`src/rtl/sig_pkg.sv`:
```
// Package: types shared by the channel signature analyzer.
// Assumes: the block has exactly two lanes, I and Q.
package sig_pkg;
    localparam int LANES = 2;

    typedef enum logic [1:0] {
        OBS_IDLE = 2'd0,
        OBS_WAIT = 2'd1,
        OBS_RUN  = 2'd2,
        OBS_DONE = 2'd3
    } obs_state_e;
endpackage

```
`src/rtl/sig_pn_gen.sv`:
```
// Module: free-running Fibonacci LFSR, the pseudonoise stimulus source.
// Assumes: the tap pair gives a maximal-length sequence, and SEED is nonzero.
module sig_pn_gen #(
    parameter int PN_W  = 23,
    parameter int TAP_A = 23,
    parameter int TAP_B = 18,
    parameter logic [PN_W-1:0] SEED = 1
) (
    input  logic            clk,
    input  logic            rst_n,
    output logic [PN_W-1:0] pn
);
    logic feedback;

    // Purpose: XOR the two taps to form the new bit.
    always_comb begin
        feedback = pn[TAP_A-1] ^ pn[TAP_B-1];
    end

    // Purpose: shift every clock; reset loads the seed.
    always_ff @(posedge clk) begin
        if (!rst_n) begin
            pn <= SEED;
        end else begin
            pn <= {pn[PN_W-2:0], feedback};
        end
    end
endmodule

```
`src/rtl/sig_stim_mux.sv`:
```
// Module: picks the channel test stimulus and registers it.
// Assumes: PN_W >= DATA_W. Pseudonoise wins over the constant.
module sig_stim_mux #(
    parameter int DATA_W = 16,
    parameter int PN_W   = 23
) (
    input  logic              clk,
    input  logic              rst_n,
    input  logic [1:0]        src_sel,
    input  logic [DATA_W-1:0] ext_i,
    input  logic [DATA_W-1:0] ext_q,
    input  logic [PN_W-1:0]   pn,
    output logic [DATA_W-1:0] stim_i,
    output logic [DATA_W-1:0] stim_q
);
    localparam logic [DATA_W-1:0] NEG_FS = {1'b1, {(DATA_W-1){1'b0}}};

    logic [DATA_W-1:0] nxt_i;
    logic [DATA_W-1:0] nxt_q;

    // Purpose: choose the source by priority.
    always_comb begin
        if (src_sel[1]) begin
            nxt_i = pn[DATA_W-1:0];
            nxt_q = pn[PN_W-1 -: DATA_W];
        end else if (src_sel[0]) begin
            nxt_i = NEG_FS;
            nxt_q = NEG_FS;
        end else begin
            nxt_i = ext_i;
            nxt_q = ext_q;
        end
    end

    // Purpose: register the chosen stimulus.
    always_ff @(posedge clk) begin
        if (!rst_n) begin
            stim_i <= '0;
            stim_q <= '0;
        end else begin
            stim_i <= nxt_i;
            stim_q <= nxt_q;
        end
    end
endmodule

```
`src/rtl/sig_misr.sv`:
```
// Module: one multiple-input signature register lane.
// Assumes: POLY holds the feedback terms below the top degree. Data wider
// than the register is folded in by XOR.
module sig_misr #(
    parameter int SIG_W  = 16,
    parameter int DATA_W = 16,
    parameter logic [SIG_W-1:0] POLY = 16'h1021
) (
    input  logic              clk,
    input  logic              rst_n,
    input  logic              clr,
    input  logic              en,
    input  logic [DATA_W-1:0] din,
    output logic [SIG_W-1:0]  sig
);
    logic [SIG_W-1:0] din_w;
    logic [SIG_W-1:0] sig_nxt;

    // Purpose: fold the sample onto the register width.
    always_comb begin
        din_w = '0;
        for (int b = 0; b < DATA_W; b++) begin
            din_w[b % SIG_W] = din_w[b % SIG_W] ^ din[b];
        end
    end

    // Purpose: one shift with feedback, plus the sample.
    always_comb begin
        sig_nxt = {sig[SIG_W-2:0], 1'b0} ^ (sig[SIG_W-1] ? POLY : '0) ^ din_w;
    end

    // Purpose: hold the signature; a clear wins over an update.
    always_ff @(posedge clk) begin
        if (!rst_n) begin
            sig <= '0;
        end else if (clr) begin
            sig <= '0;
        end else if (en) begin
            sig <= sig_nxt;
        end
    end
endmodule

```
`src/rtl/sig_obs_ctrl.sv`:
```
// Module: arm, hold-off and sample counting for the signature run.
// Assumes: obs_count and holdoff stay stable during a run. A holdoff of 0
// behaves like 1.
module sig_obs_ctrl
    import sig_pkg::*;
#(
    parameter int CNT_W  = 20,
    parameter int HOLD_W = 8
) (
    input  logic              clk,
    input  logic              rst_n,
    input  logic              clr,
    input  logic              start_sync,
    input  logic              valid,
    input  logic [CNT_W-1:0]  obs_count,
    input  logic [HOLD_W-1:0] holdoff,
    output logic              compact_en,
    output logic              done
);
    obs_state_e        state;
    logic [CNT_W-1:0]  seen;
    logic [HOLD_W-1:0] hold;
    logic              last_sample;

    // Purpose: decode the enable, the final sample and the done flag.
    always_comb begin
        compact_en  = (state == OBS_RUN) && valid && !clr;
        last_sample = (seen + 1'b1) == obs_count;
        done        = (state == OBS_DONE);
    end

    // Purpose: state, hold-off countdown and sample counter.
    always_ff @(posedge clk) begin
        if (!rst_n || clr) begin
            state <= OBS_IDLE;
            seen  <= '0;
            hold  <= '0;
        end else begin
            case (state)
                OBS_IDLE: begin
                    if (start_sync && (obs_count != '0)) begin
                        state <= OBS_WAIT;
                        hold  <= holdoff;
                        seen  <= '0;
                    end
                end
                OBS_WAIT: begin
                    if (hold <= HOLD_W'(1)) begin
                        state <= OBS_RUN;
                    end else begin
                        hold <= hold - 1'b1;
                    end
                end
                OBS_RUN: begin
                    if (valid) begin
                        seen <= seen + 1'b1;
                        if (last_sample) begin
                            state <= OBS_DONE;
                        end
                    end
                end
                default: begin
                    state <= OBS_DONE;
                end
            endcase
        end
    end
endmodule

```
`src/rtl/chan_sig_analyzer.sv`:
```
// Module: top of the channel signature analyzer. It holds the stimulus source
// and the I/Q signature compaction.
// Assumes: flt_* come from the channel's filter output, and stim_* drive its input.
module chan_sig_analyzer
    import sig_pkg::*;
#(
    parameter int DATA_W   = 16,
    parameter int SIG_W    = 16,
    parameter logic [SIG_W-1:0] SIG_POLY = 16'h1021,
    parameter int CNT_W    = 20,
    parameter int HOLD_W   = 8,
    parameter int PN_W     = 23,
    parameter int PN_TAP   = 18
) (
    input  logic              clk,
    input  logic              rst_n,
    input  logic [1:0]        src_sel,
    input  logic [DATA_W-1:0] ext_i,
    input  logic [DATA_W-1:0] ext_q,
    output logic [DATA_W-1:0] stim_i,
    output logic [DATA_W-1:0] stim_q,
    input  logic              flt_valid,
    input  logic [DATA_W-1:0] flt_i,
    input  logic [DATA_W-1:0] flt_q,
    input  logic              start_sync,
    input  logic [CNT_W-1:0]  obs_count,
    input  logic [HOLD_W-1:0] holdoff,
    input  logic              sig_clr,
    output logic [SIG_W-1:0]  sig_i,
    output logic [SIG_W-1:0]  sig_q,
    output logic              done
);
    logic [PN_W-1:0]   pn;
    logic              compact_en;
    logic [DATA_W-1:0] lane_d [LANES];
    logic [SIG_W-1:0]  lane_s [LANES];

    sig_pn_gen #(
        .PN_W  (PN_W),
        .TAP_A (PN_W),
        .TAP_B (PN_TAP),
        .SEED  (PN_W'(1))
    ) u_pn (
        .clk   (clk),
        .rst_n (rst_n),
        .pn    (pn)
    );

    sig_stim_mux #(
        .DATA_W (DATA_W),
        .PN_W   (PN_W)
    ) u_stim (
        .clk     (clk),
        .rst_n   (rst_n),
        .src_sel (src_sel),
        .ext_i   (ext_i),
        .ext_q   (ext_q),
        .pn      (pn),
        .stim_i  (stim_i),
        .stim_q  (stim_q)
    );

    sig_obs_ctrl #(
        .CNT_W  (CNT_W),
        .HOLD_W (HOLD_W)
    ) u_ctrl (
        .clk        (clk),
        .rst_n      (rst_n),
        .clr        (sig_clr),
        .start_sync (start_sync),
        .valid      (flt_valid),
        .obs_count  (obs_count),
        .holdoff    (holdoff),
        .compact_en (compact_en),
        .done       (done)
    );

    // Purpose: put the I and Q samples onto the lane array.
    always_comb begin
        lane_d[0] = flt_i;
        lane_d[1] = flt_q;
    end

    for (genvar g = 0; g < LANES; g++) begin : g_lane
        sig_misr #(
            .SIG_W  (SIG_W),
            .DATA_W (DATA_W),
            .POLY   (SIG_POLY)
        ) u_misr (
            .clk   (clk),
            .rst_n (rst_n),
            .clr   (sig_clr),
            .en    (compact_en),
            .din   (lane_d[g]),
            .sig   (lane_s[g])
        );
    end

    // Purpose: bring the lane signatures out to the ports.
    always_comb begin
        sig_i = lane_s[0];
        sig_q = lane_s[1];
    end
endmodule

```
`config.mk`:
```
export PLATFORM = sky130hd
export DESIGN_NAME = chan_sig_analyzer
export DESIGN_NICKNAME = d
export VERILOG_FILES = /design/src/rtl/sig_pkg.sv /design/src/rtl/sig_pn_gen.sv /design/src/rtl/sig_stim_mux.sv /design/src/rtl/sig_misr.sv /design/src/rtl/sig_obs_ctrl.sv /design/src/rtl/chan_sig_analyzer.sv
export SDC_FILE = /design/constraint.sdc
export NUM_CORES = 1
export LEC_CHECK = 0
export CORE_MARGIN = 3
export CORE_UTILIZATION = 41
export DETAILED_ROUTE_END_ITERATION = 7
export DONT_BUFFER_PORTS = 1
export GPL_TIMING_DRIVEN = 0
export PLACE_DENSITY = 0.62
export SLEW_MARGIN = 20
export SYNTH_ARGS = -nofsm -noshare
export SYNTH_HDL_FRONTEND = slang
export SYNTH_SLANG_ARGS = --single-unit
```
`constraint.sdc`:
```
create_clock -name clk -period 2.6 [get_ports clk]
set_input_delay 0.26 -clock clk [delete_from_list [all_inputs] [get_ports clk]]
set_output_delay 0.26 -clock clk [all_outputs]
set_load 0.01 [all_outputs]
```
==> results of run 1 <==
[cell type report]
type	instances	area, µm²	share of cell area [%]
Inverter	7	26.28	0.4062
Clock inverter	12	176.4	2.727
Timing Repair Buffer	17	170.2	2.631
Tap cell	172	215.2	3.327
Sequential cell	117	2342	36.21
Clock buffer	20	466.7	7.215
Buffer	39	175.2	2.708
Multi-Input combinational cell	460	2897	44.78
[worst paths after layout]
| check | depth (start not counted) | endpoint |
|---|---|---|
| setup / recovery | 8 | u_ctrl.state[0]$_SDFFE_PP0P_ |
| hold / removal | 1 | u_stim.stim_q[15]$_SDFF_PN0_ |
| setup reg to reg | 8 | u_ctrl.state[0]$_SDFFE_PP0P_ |
| hold reg to reg | 1 | u_pn.pn[10]$_SDFF_PN0_ |
[state kept, by name (all words and copies together), names as in the netlist]
register and flops:
u_ctrl.hold 8, u_stim.stim_q 16, u_ctrl.seen 20, u_stim.stim_i 16, u_ctrl.state 2, u_pn.pn 23
g_lane.u_misr.sig 32
[worst max-delay path, stage by stage, from the launching register on]
cell	delay, ps
dfxtp_1	480
ha_1	340
nand3_4	180
nor2_2	270
nand3_1	170
xnor2_1	170
nor4_1	390
nand4_1	190
o22ai_2	130
[repair_timing]
item | in CTS | in global routing
endpoints found under the hold margin | 16 | 1
endpoints found under the setup margin | 0 | 4
hold buffers | 16 | 1
gates resized for setup | 0 | 1
[metal layers]
layer  track usage, %  vias to the layer above  wire (µm)
met5                0                        -          0
met3            7.786                       13       1016
li1                 -                     2241          -
met1            23.68                     2102       6235
met4            6.443                        0        142
met2            31.85                      133       6927
[layout by cell type (no fill, tap or decap), types with 8 or more instances in the layout]
master	synthesis	routed
a21oi_1	30	30
nor2_1	65	64
a211oi_1	30	30
nor4_1	11	11
and2_1	26	26
clkbuf_1	29	28
nor3_1	10	10
xnor2_1	58	58
buf_2	8	8
xor2_1	8	8
nand2_1	70	70
o21ai_0	25	25
a22oi_1	16	16
clkbuf_16	0	17
nand3_1	12	12
a21boi_0	17	17
dlygate4sd3_1	0	17
dfxtp_1	117	117
nor2b_1	20	20
[cell families after synthesis]
| kind of cell | synth area share [%] |
|---|---|
| simple gates | 23.68 |
| flops | 43.04 |
| fa+ha+maj | 0.6899 |
| buf+inv | 3.771 |
| xor+xnor | 10.62 |
| compound gates | 18.19 |
[stage by stage]
step | cells | instance area, µm² | utilization [%] | hold WS, ps | power, mW
2_1_floorplan | 624 | 5441 | - | 405.0 | 2.096
5_1_grt | 844 | 6469 | 50.64 | 8.741 | 4.828
3_3_place_gp | 796 | 5657 | 44.28 | 409.9 | 2.155
6_report | 844 | 6469 | 50.64 | 23.12 | 4.653
4_1_cts | 844 | 6460 | 50.57 | 3.448 | 4.701
3_5_place_dp | 796 | 5657 | 44.28 | 408.1 | 2.158
[power groups by stage]
stage | Clock, mW | Combinational, mW | Sequential (mW)
2_1_floorplan | 0 | 0.213 | 1.88
3_3_place_gp | 0 | 0.265 | 1.89
3_5_place_dp | 0 | 0.269 | 1.89
4_1_cts | 2.56 | 0.290 | 1.85
5_1_grt | 2.65 | 0.322 | 1.85
6_report | 2.51 | 0.289 | 1.85
==> qor.txt, run 1 <==
ANT nets after route: 0
sequential-to-total area share from yosys stat: 43.04%
H-Tree Depth: 4
Ports: 164
clock sinks: 117
CP Capture Type: flop
Reg clk slew, reported paths: 50 ps
Ys Warns: 0
Hold Path Origin: src_sel[0]
CP Data Arrival Time: 2730 ps
critical path class: reg2reg
Synth Area per Inst: 8.720 µm²
post-DR wirelength/cell: 16.97 µm
Antenna Cells: 0
switching portion of total power: 22.01%
clk root buf: clkbuf_16
Synth Instances: 624
top-count cell post-synth: dfxtp_1
Synth area leaders: dfxtp_1, xnor2_1, nand2_1
vias per cell: 5.319
die height: 121.2 µm
initial antenna violation count: 0
Initial Utilization: 42.60%
synthesis-stage register bit count: 117
1st-iter DRT viols: 245
synth unique cells: 57
pin count of the biggest net entering global routing: 17
Reg2Reg Setup Slack: 200 ps
startpoint class of the critical path: flop
Sw Pwr: 1.024 mW
number of global-route vias before repair: 4504
CTS tree: built
final setup margin: 198.3 ps
fin crit share: 92.37%
Num CTS Buffers: 17
Synth top cells by count: dfxtp_1, nand2_1, nor2_1, xnor2_1
total setup buffers inserted after CTS: 0
DRT Pass-1 Iters: 5
pre-CTS setup slack: 103.9 ps
Cell Int Power: 3.629 mW
max-cap violation count: 0
asr flop ratio synth: 0%
fill count: 1158
Routed WL: 14320 µm
via count: 4489
Lkg Pwr: 2.187 nW
grt ovf: 0
sequential power share: 39.8%
Core Rows: 41
actual slew at the worst max-slew pin: 647.3 ps
Post-synth EDFFs: 0
result of the run: finished clean
Syn Nets: 726
All-Layer GR Usage: 19.58%
Clk pwr share: 54.0%
setup TNS: 0 ps
Final Hold Vio Count: 0
worst r2r src: u_ctrl.seen[0]$_SDFFE_PP0P_
DRC: 0
Power Density: 719.3 nW/µm²
Nets: 761
PortBufs: 0
Worst setup startpoint: u_ctrl.seen[0]$_SDFFE_PP0P_
worst vdd ir: 430.7 µV
crit path max fanout: 10
Slew Viols, Final: 0
RSZ-0062 raised after global routing: false
Yosys top cell area share: 43.04%
Peak Freq: 0.4164 GHz
Comb pwr share: 6.2%
CTS Buffer Depth: 2
Die ar.: 14690 µm²
Final Critical Period: 2402 ps
Die W: 121.2 µm
Clock Skews: 9.055 ps
Worst EP required: 2930 ps
CORE AREA: 12770 µm²
top_reg_cell synth: dfxtp_1
Hold Crit Class: in2reg
RD Place Congestion: 0.8315
Area growth syn-to-layout: 18.88%
share of layout cells above drive strength 1: 9.077%
Synth area leader: dfxtp_1
first-pass GRT wire length: 22510 µm
cell area after synthesis: 5441 µm²
Worst-Skew Late Latency: 410 ps
# setup viols final: 0
Slew headroom: 56.84%
DP HPWL: 10560 µm
Power figures use the tool's default switching activity.
==> inputs of run 2 (changes only) <==
--- a/config.mk
+++ b/config.mk
@@ -10,7 +10,7 @@
 export DETAILED_ROUTE_END_ITERATION = 7
 export DONT_BUFFER_PORTS = 1
 export GPL_TIMING_DRIVEN = 0
-export PLACE_DENSITY = 0.62
+export PLACE_DENSITY = 0.64
 export SLEW_MARGIN = 20
 export SYNTH_ARGS = -nofsm -noshare
 export SYNTH_HDL_FRONTEND = slang
==> constraint.sdc (replaced) <==
create_clock -name clk -period 2.1 [get_ports clk]
set_input_delay 0.21 -clock clk [delete_from_list [all_inputs] [get_ports clk]]
set_output_delay 0.21 -clock clk [all_outputs]
set_load 0.01 [all_outputs]
==> run 2 against run 1 <==
Worst hold slack worse by 22 ps. Combinational power is 45% higher. Largest power group unchanged. Critical path depth is 1 higher. Global-route usage is 1.6 points higher. First-iteration DRC count is 8.2% higher. Critical endpoint unchanged. Register-to-register slack worse by 130 ps. Clock-buffer cell count stayed put. Sequential power is 24% higher. Sequential cell count stayed put. Clock power is 14% higher. Die area stayed put.
==> qor.txt, run 2 (synthesis gave the netlist of run 1 again) <==
Final Critical Period: 2036 ps (-365.8 ps)
grt ovf: 0 (unchanged)
post-DR wirelength/cell: 17.87 µm (+5.3%)
Die ar.: 14690 µm² (unchanged)
Final Hold Vio Count: 0 (unchanged)
RSZ-0062 raised after global routing: false
All-Layer GR Usage: 21.21% (+1.6 points)
PortBufs: 0 (unchanged)
fill count: 1129 (-2.5%)
Clk pwr share: 51.3% (-2.7 points)
critical path class: reg2reg
area of the multi-input gates: 2932 µm² (+1.2%)
number of global-route vias before repair: 4807 (+6.7%)
ANT nets after route: 0 (unchanged)
Antenna Cells: 0 (unchanged)
commonest non-fill, non-tap cell in the layout: dfxtp_1
Area growth syn-to-layout: 25.04%
Core Rows: 41 (unchanged)
max-cap violation count: 0 (unchanged)
pre-CTS setup slack: -431.7 ps (-535.6 ps)
die height: 121.2 µm (unchanged)
clk root buf: clkbuf_16
Worst EP required: 2440 ps (-490 ps)
Routed WL: 15690 µm (+9.6%)
# setup viols final: 0 (unchanged)
CP max-delay cell: dfxtp_1
most frequent cells in the layout: dfxtp_1, nand2_1, nor2_1
startpoint class of the critical path: flop
DRT Pass-1 Iters: 7 (+2)
CTS Buffer Depth: 2 (unchanged)
Biggest register: g_lane.u_misr.sig
Hold Crit Class: in2reg
Ports: 164 (unchanged)
RD Place Congestion: 0.8655 (+4.1%)
crit path max fanout: 3 (-7)
Clock Skews: 6.819 ps (-2.236 ps)
Crit path largest cell delay: 370 ps (-110 ps)
final setup margin: 64.13 ps (-134.2 ps)
Slew Viols, Final: 0 (unchanged)
Sw Pwr: 1.245 mW (+22%)
Reg2Reg Setup Slack: 60 ps (-130 ps)
Comb pwr share: 7.5% (+1.3 points)
CTS tree: built
Initial Utilization: 42.60% (unchanged)
Power Density: 818.4 nW/µm² (+14%)
max FFs per register: 32 (unchanged)
CP Capture Type: flop
initial antenna violation count: 0 (unchanged)
Finished Layout Cells: 878 (+4.0%)
share of layout cells above drive strength 1: 11.47% (+2.4 points)
CP Data Arrival Time: 2370 ps (-360 ps)
Cell Int Power: 4.324 mW (+19%)
DP HPWL: 10760 µm (+2.0%)
via count: 4857 (+8.2%)
Fin Hold WS: 1.131 ps (-21.99 ps)
sequential power share: 41.2% (+1.4 points)
result of the run: finished clean
Num CTS Buffers: 17 (unchanged)
Slew headroom: 56.26% (-0.58 points)
Peak Freq: 0.4912 GHz (+18%)
Worst-Skew Late Latency: 410 ps (about the same)
setup TNS: 0 ps (unchanged)
vias per cell: 5.532 (+4.0%)
worst vdd ir: 575.4 µV (+34%)
Register Area: 2352 µm² (+0.43%)
Die W: 121.2 µm (unchanged)
fin crit share: 96.95% (+4.6 points)
CORE AREA: 12770 µm² (unchanged)
actual slew at the worst max-slew pin: 656.1 ps (+8.765 ps)
H-Tree Depth: 4 (unchanged)
Nets: 797 (+4.7%)
1st-iter DRT viols: 265 (+8.2%)
DRC: 0 (unchanged)
crit-path cells: inv_1 > ha_1 > nor2_1 > nor4_4 > a21oi_1 > nand3_1 > nor4_2 > nand4_1 > o22ai_2
switching portion of total power: 22.35% (+0.34 points)
placed insts: 796 (unchanged)
largest registers: g_lane.u_misr.sig x32, u_pn.pn x23, u_ctrl.seen x20
Reg clk slew, reported paths: 50 ps (about the same)
pin count of the biggest net entering global routing: 17 (unchanged)
first-pass GRT wire length: 24420 µm (+8.5%)
total chip power: 5.569 mW (+20%)
Lkg Pwr: 2.349 nW (+7.4%)
clock sinks: 117 (unchanged)
run 2: cell types whose count changed in the layout (fill, tap and decap cells not counted), sizes merged:
cell,change
dlygate4sd3,+28
buf,+8
clkinvlp,-2
bufinv,-1
clkinv,+1
run 2: worst max-delay path, delay by kind of cell, from the launching register on:
kind / cells / cell delay (ps)
buffers and inverters: 1 / 100
flip-flops: 1 / 370
adder cells (fa/ha/maj): 1 / 230
AO/OA/AOI/OAI: 2 / 310
AND/OR/NAND/NOR: 5 / 950
run 2: repair_timing:
item                       CTS  global route
resized for setup           14            15
pin swaps                    1             4
buffers inserted             2             6
hold endpoints to repair    41             2
setup endpoints to repair   47            41
hold buffers                43             2
run 2: layout make-up:
cell class	count	share of cell area, %
multi-input combinational	460	43.09
sequential	117	34.57
timing repair buffer	53	7.503
clock buffer	20	6.565
tap	172	3.163
buffer	39	2.777
clock inverter	10	1.949
inverter	7	0.3862
run 2: worst paths after layout:
path,cells after the start,to,from
setup / recovery,9,u_ctrl.state[0]$_SDFFE_PP0P_,u_ctrl.hold[0]$_SDFFE_PP0P_
hold / removal,2,u_stim.stim_q[13]$_SDFF_PN0_,ext_q[13]
setup reg to reg,9,u_ctrl.state[0]$_SDFFE_PP0P_,u_ctrl.hold[0]$_SDFFE_PP0P_
hold reg to reg,1,u_pn.pn[21]$_SDFF_PN0_,u_pn.pn[20]$_SDFF_PN0_
run 2: power by group through the flow:
stage          Sequential, mW  Clock, mW  Combinational, mW
3_3_place_gp             2.34          0              0.328
6_report                 2.29       2.86              0.420
3_5_place_dp             2.34          0              0.336
2_1_floorplan            2.33          0              0.264
4_1_cts                  2.29       2.90              0.406
5_1_grt                  2.30       3.01              0.459
run 2: per-layer routing:
metal / track usage [%] / vias up / part of all wire (%)
met5: 0 / - / 0
met4: 8.894 / 0 / 2.5
met3: 7.506 / 31 / 7.2
met2: 35.85 / 186 / 50
met1: 24.31 / 2336 / 40
li1: - / 2304 / -
run 2: metrics by stage:
step / utilization, % / area (µm²)
after floorplan: - / 5441
after global placement: 44.28 / 5657
after detailed placement: 44.28 / 5657
after CTS: 52.60 / 6719
after global routing: 53.27 / 6804
final: 53.27 / 6804
==> inputs of run 3 (changes only) <==
--- a/config.mk
+++ b/config.mk
@@ -10,7 +10,7 @@
 export DETAILED_ROUTE_END_ITERATION = 7
 export DONT_BUFFER_PORTS = 1
 export GPL_TIMING_DRIVEN = 0
-export PLACE_DENSITY = 0.64
+export PLACE_DENSITY = 0.58
 export SLEW_MARGIN = 20
 export SYNTH_ARGS = -nofsm -noshare
 export SYNTH_HDL_FRONTEND = slang
==> run 3 against run 2 <==
Die area unchanged. Global-route usage down 0.21 points. Sequential cell count unchanged. Worst hold slack better by 14 ps. Critical endpoint unchanged. Highest routed layer unchanged.
==> qor.txt, run 3 (synthesis gave the netlist of run 1 again) <==
result of the run: finished clean
vias per cell: 5.398 (-2.4%)
initial antenna violation count: 0 (unchanged)
Antenna Cells: 0 (unchanged)
M3 GR Usage: 6.573% (-0.93 points)
number of global-route vias before repair: 4794 (-0.27%)
startpoint class of the critical path: flop
Slew headroom: 55.19% (-1.1 points)
RD Place Congestion: 0.8277 (-4.4%)
Worst EP required: 2440 ps (about the same)
Final Critical Period: 2065 ps (+29.06 ps)
Die W: 121.2 µm (unchanged)
largest registers: g_lane.u_misr.sig x32, u_pn.pn x23, u_ctrl.seen x20
DRT Pass-1 Iters: 5 (-2)
fill count: 1205 (+6.7%)
M1 GR Usage: 25.29% (+0.97 points)
Power Density: 815.1 nW/µm² (-0.40%)
Clock Skews: 5.533 ps (-1.286 ps)
DRC: 0 (unchanged)
Lkg Pwr: 2.366 nW (+0.72%)
CTS tree: built
post-DR wirelength/cell: 17.39 µm (-2.7%)
Worst-Skew Late Latency: 410 ps (about the same)
CTS Buffer Depth: 2 (unchanged)
worst vdd ir: 649.4 µV (+13%)
CP Capture Type: flop
Hold Crit Class: in2reg
ANT nets after route: 0 (unchanged)
Reg clk slew, reported paths: 60 ps (about the same)
Biggest register: g_lane.u_misr.sig
routing usage on met2: 34.80% (-1.0 points)
area of the multi-input gates: 2927 µm² (-0.17%)
most frequent cells in the layout: dfxtp_1, nand2_1, nor2_1
share of layout cells above drive strength 1: 11.64% (+0.17 points)
max FFs per register: 32 (unchanged)
Ports: 164 (unchanged)
PortBufs: 0 (unchanged)
pin count of the biggest net entering global routing: 17 (unchanged)
clock sinks: 117 (unchanged)
Peak Freq: 0.4843 GHz (-1.4%)
DP HPWL: 10820 µm (+0.53%)
Die ar.: 14690 µm² (unchanged)
Num CTS Buffers: 17 (unchanged)
grt peak-use layer: met2
crit path max fanout: 10 (+7)
Slew Viols, Final: 0 (unchanged)
H-Tree Depth: 4 (unchanged)
commonest non-fill, non-tap cell in the layout: dfxtp_1
max-cap violation count: 0 (unchanged)
# setup viols final: 0 (unchanged)
CORE AREA: 12770 µm² (unchanged)
Nets: 802 (+0.63%)
Final Hold Vio Count: 0 (unchanged)
Area growth syn-to-layout: 26.35%
actual slew at the worst max-slew pin: 672.2 ps (+16.08 ps)
first-pass GRT wire length: 24180 µm (-0.99%)
clk root buf: clkbuf_16
die height: 121.2 µm (unchanged)
CP Data Arrival Time: 2400 ps (+30 ps)
critical path class: reg2reg
Initial Utilization: 42.60% (unchanged)
via count: 4777 (-1.6%)
Area after DPL: 5657 µm² (unchanged)
total chip power: 5.604 mW (+0.64%)
1st-iter DRT viols: 278 (+4.9%)
Register Area: 2352 µm² (unchanged)
fin area: 6875 µm² (+1.0%)
Fin Hold WS: 15.39 ps (+14.26 ps)
grt ovf: 0 (unchanged)
fin crit share: 98.33% (+1.4 points)
Routed WL: 15390 µm (-1.9%)
Core Rows: 41 (unchanged)
All-Layer GR Usage: 20.99% (-0.21 points)
-- run 3: where the power goes --
| group | internal, mW | leakage, nW | switching (mW) |
|---|---|---|---|
| Combinational | 0.211 | 1.14 | 0.217 |
| Sequential | 2.26 | 0.951 | 0.0361 |
| Clock | 1.79 | 0.279 | 1.10 |
| Total | 4.25 | 2.37 | 1.35 |
-- run 3: critical path: stages, from the launching register on --
cell and delay [ps]:
dfxtp_1 400, nand3_2 150, buf_6 180, nor3_4 250, nand4_1 180, xnor2_1 200
nor4_1 290, nand4_1 180, o22ai_2 150
-- run 3: stage by stage --
step | utilization, % | cells | setup slack [ps] | setup TNS, ps
2_1_floorplan | - | 624 | 49.94 | 0
5_1_grt | 53.83 | 885 | -4.827 | -7.680
3_5_place_dp | 44.28 | 796 | -377.3 | -3589
6_report | 53.83 | 885 | 35.07 | 0
4_1_cts | 53.40 | 881 | 1.376 | 0
3_3_place_gp | 44.28 | 796 | -355.0 | -2708
-- run 3: cell type report --
class | count | share of cell area (%)
multi-input cells | 460 | 42.57
flip-flops and latches | 117 | 34.21
repair buffers | 59 | 8.371
clock buffers | 18 | 6.388
well taps | 172 | 3.130
plain buffers | 38 | 2.730
clock inverters | 14 | 2.220
inverters | 7 | 0.3822
-- run 3: per-layer routing --
layer	share of wire, %	vias up	wire, µm
met2	50	150	7687
met5	0	-	0
met4	2.1	0	323
met1	42	2283	6414
met3	6.3	27	964
li1	-	2317	-
-- run 3: worst paths after layout --
path / slack [ps] / cells past startpoint / startpoint / end
worst max-delay path: 40 / 8 / u_ctrl.seen[6]$_SDFFE_PP0P_ / u_ctrl.state[0]$_SDFFE_PP0P_
worst min-delay path: 20 / 2 / flt_i[3] / g_lane[0].u_misr.sig[3]$_SDFFE_PP0P_
worst max register to register: 40 / 8 / u_ctrl.seen[6]$_SDFFE_PP0P_ / u_ctrl.state[0]$_SDFFE_PP0P_
worst min register to register: 450 / 1 / u_pn.pn[12]$_SDFF_PN0_ / u_pn.pn[13]$_SDFF_PN0_
-- run 3: what timing repair did --
item                                    CTS  global route
endpoints found under the hold margin    51             0
pin swaps                                 1             3
endpoints found under the setup margin   46            49
hold buffers                             53             0
setup buffers                             1             5
resized for setup                        12            17
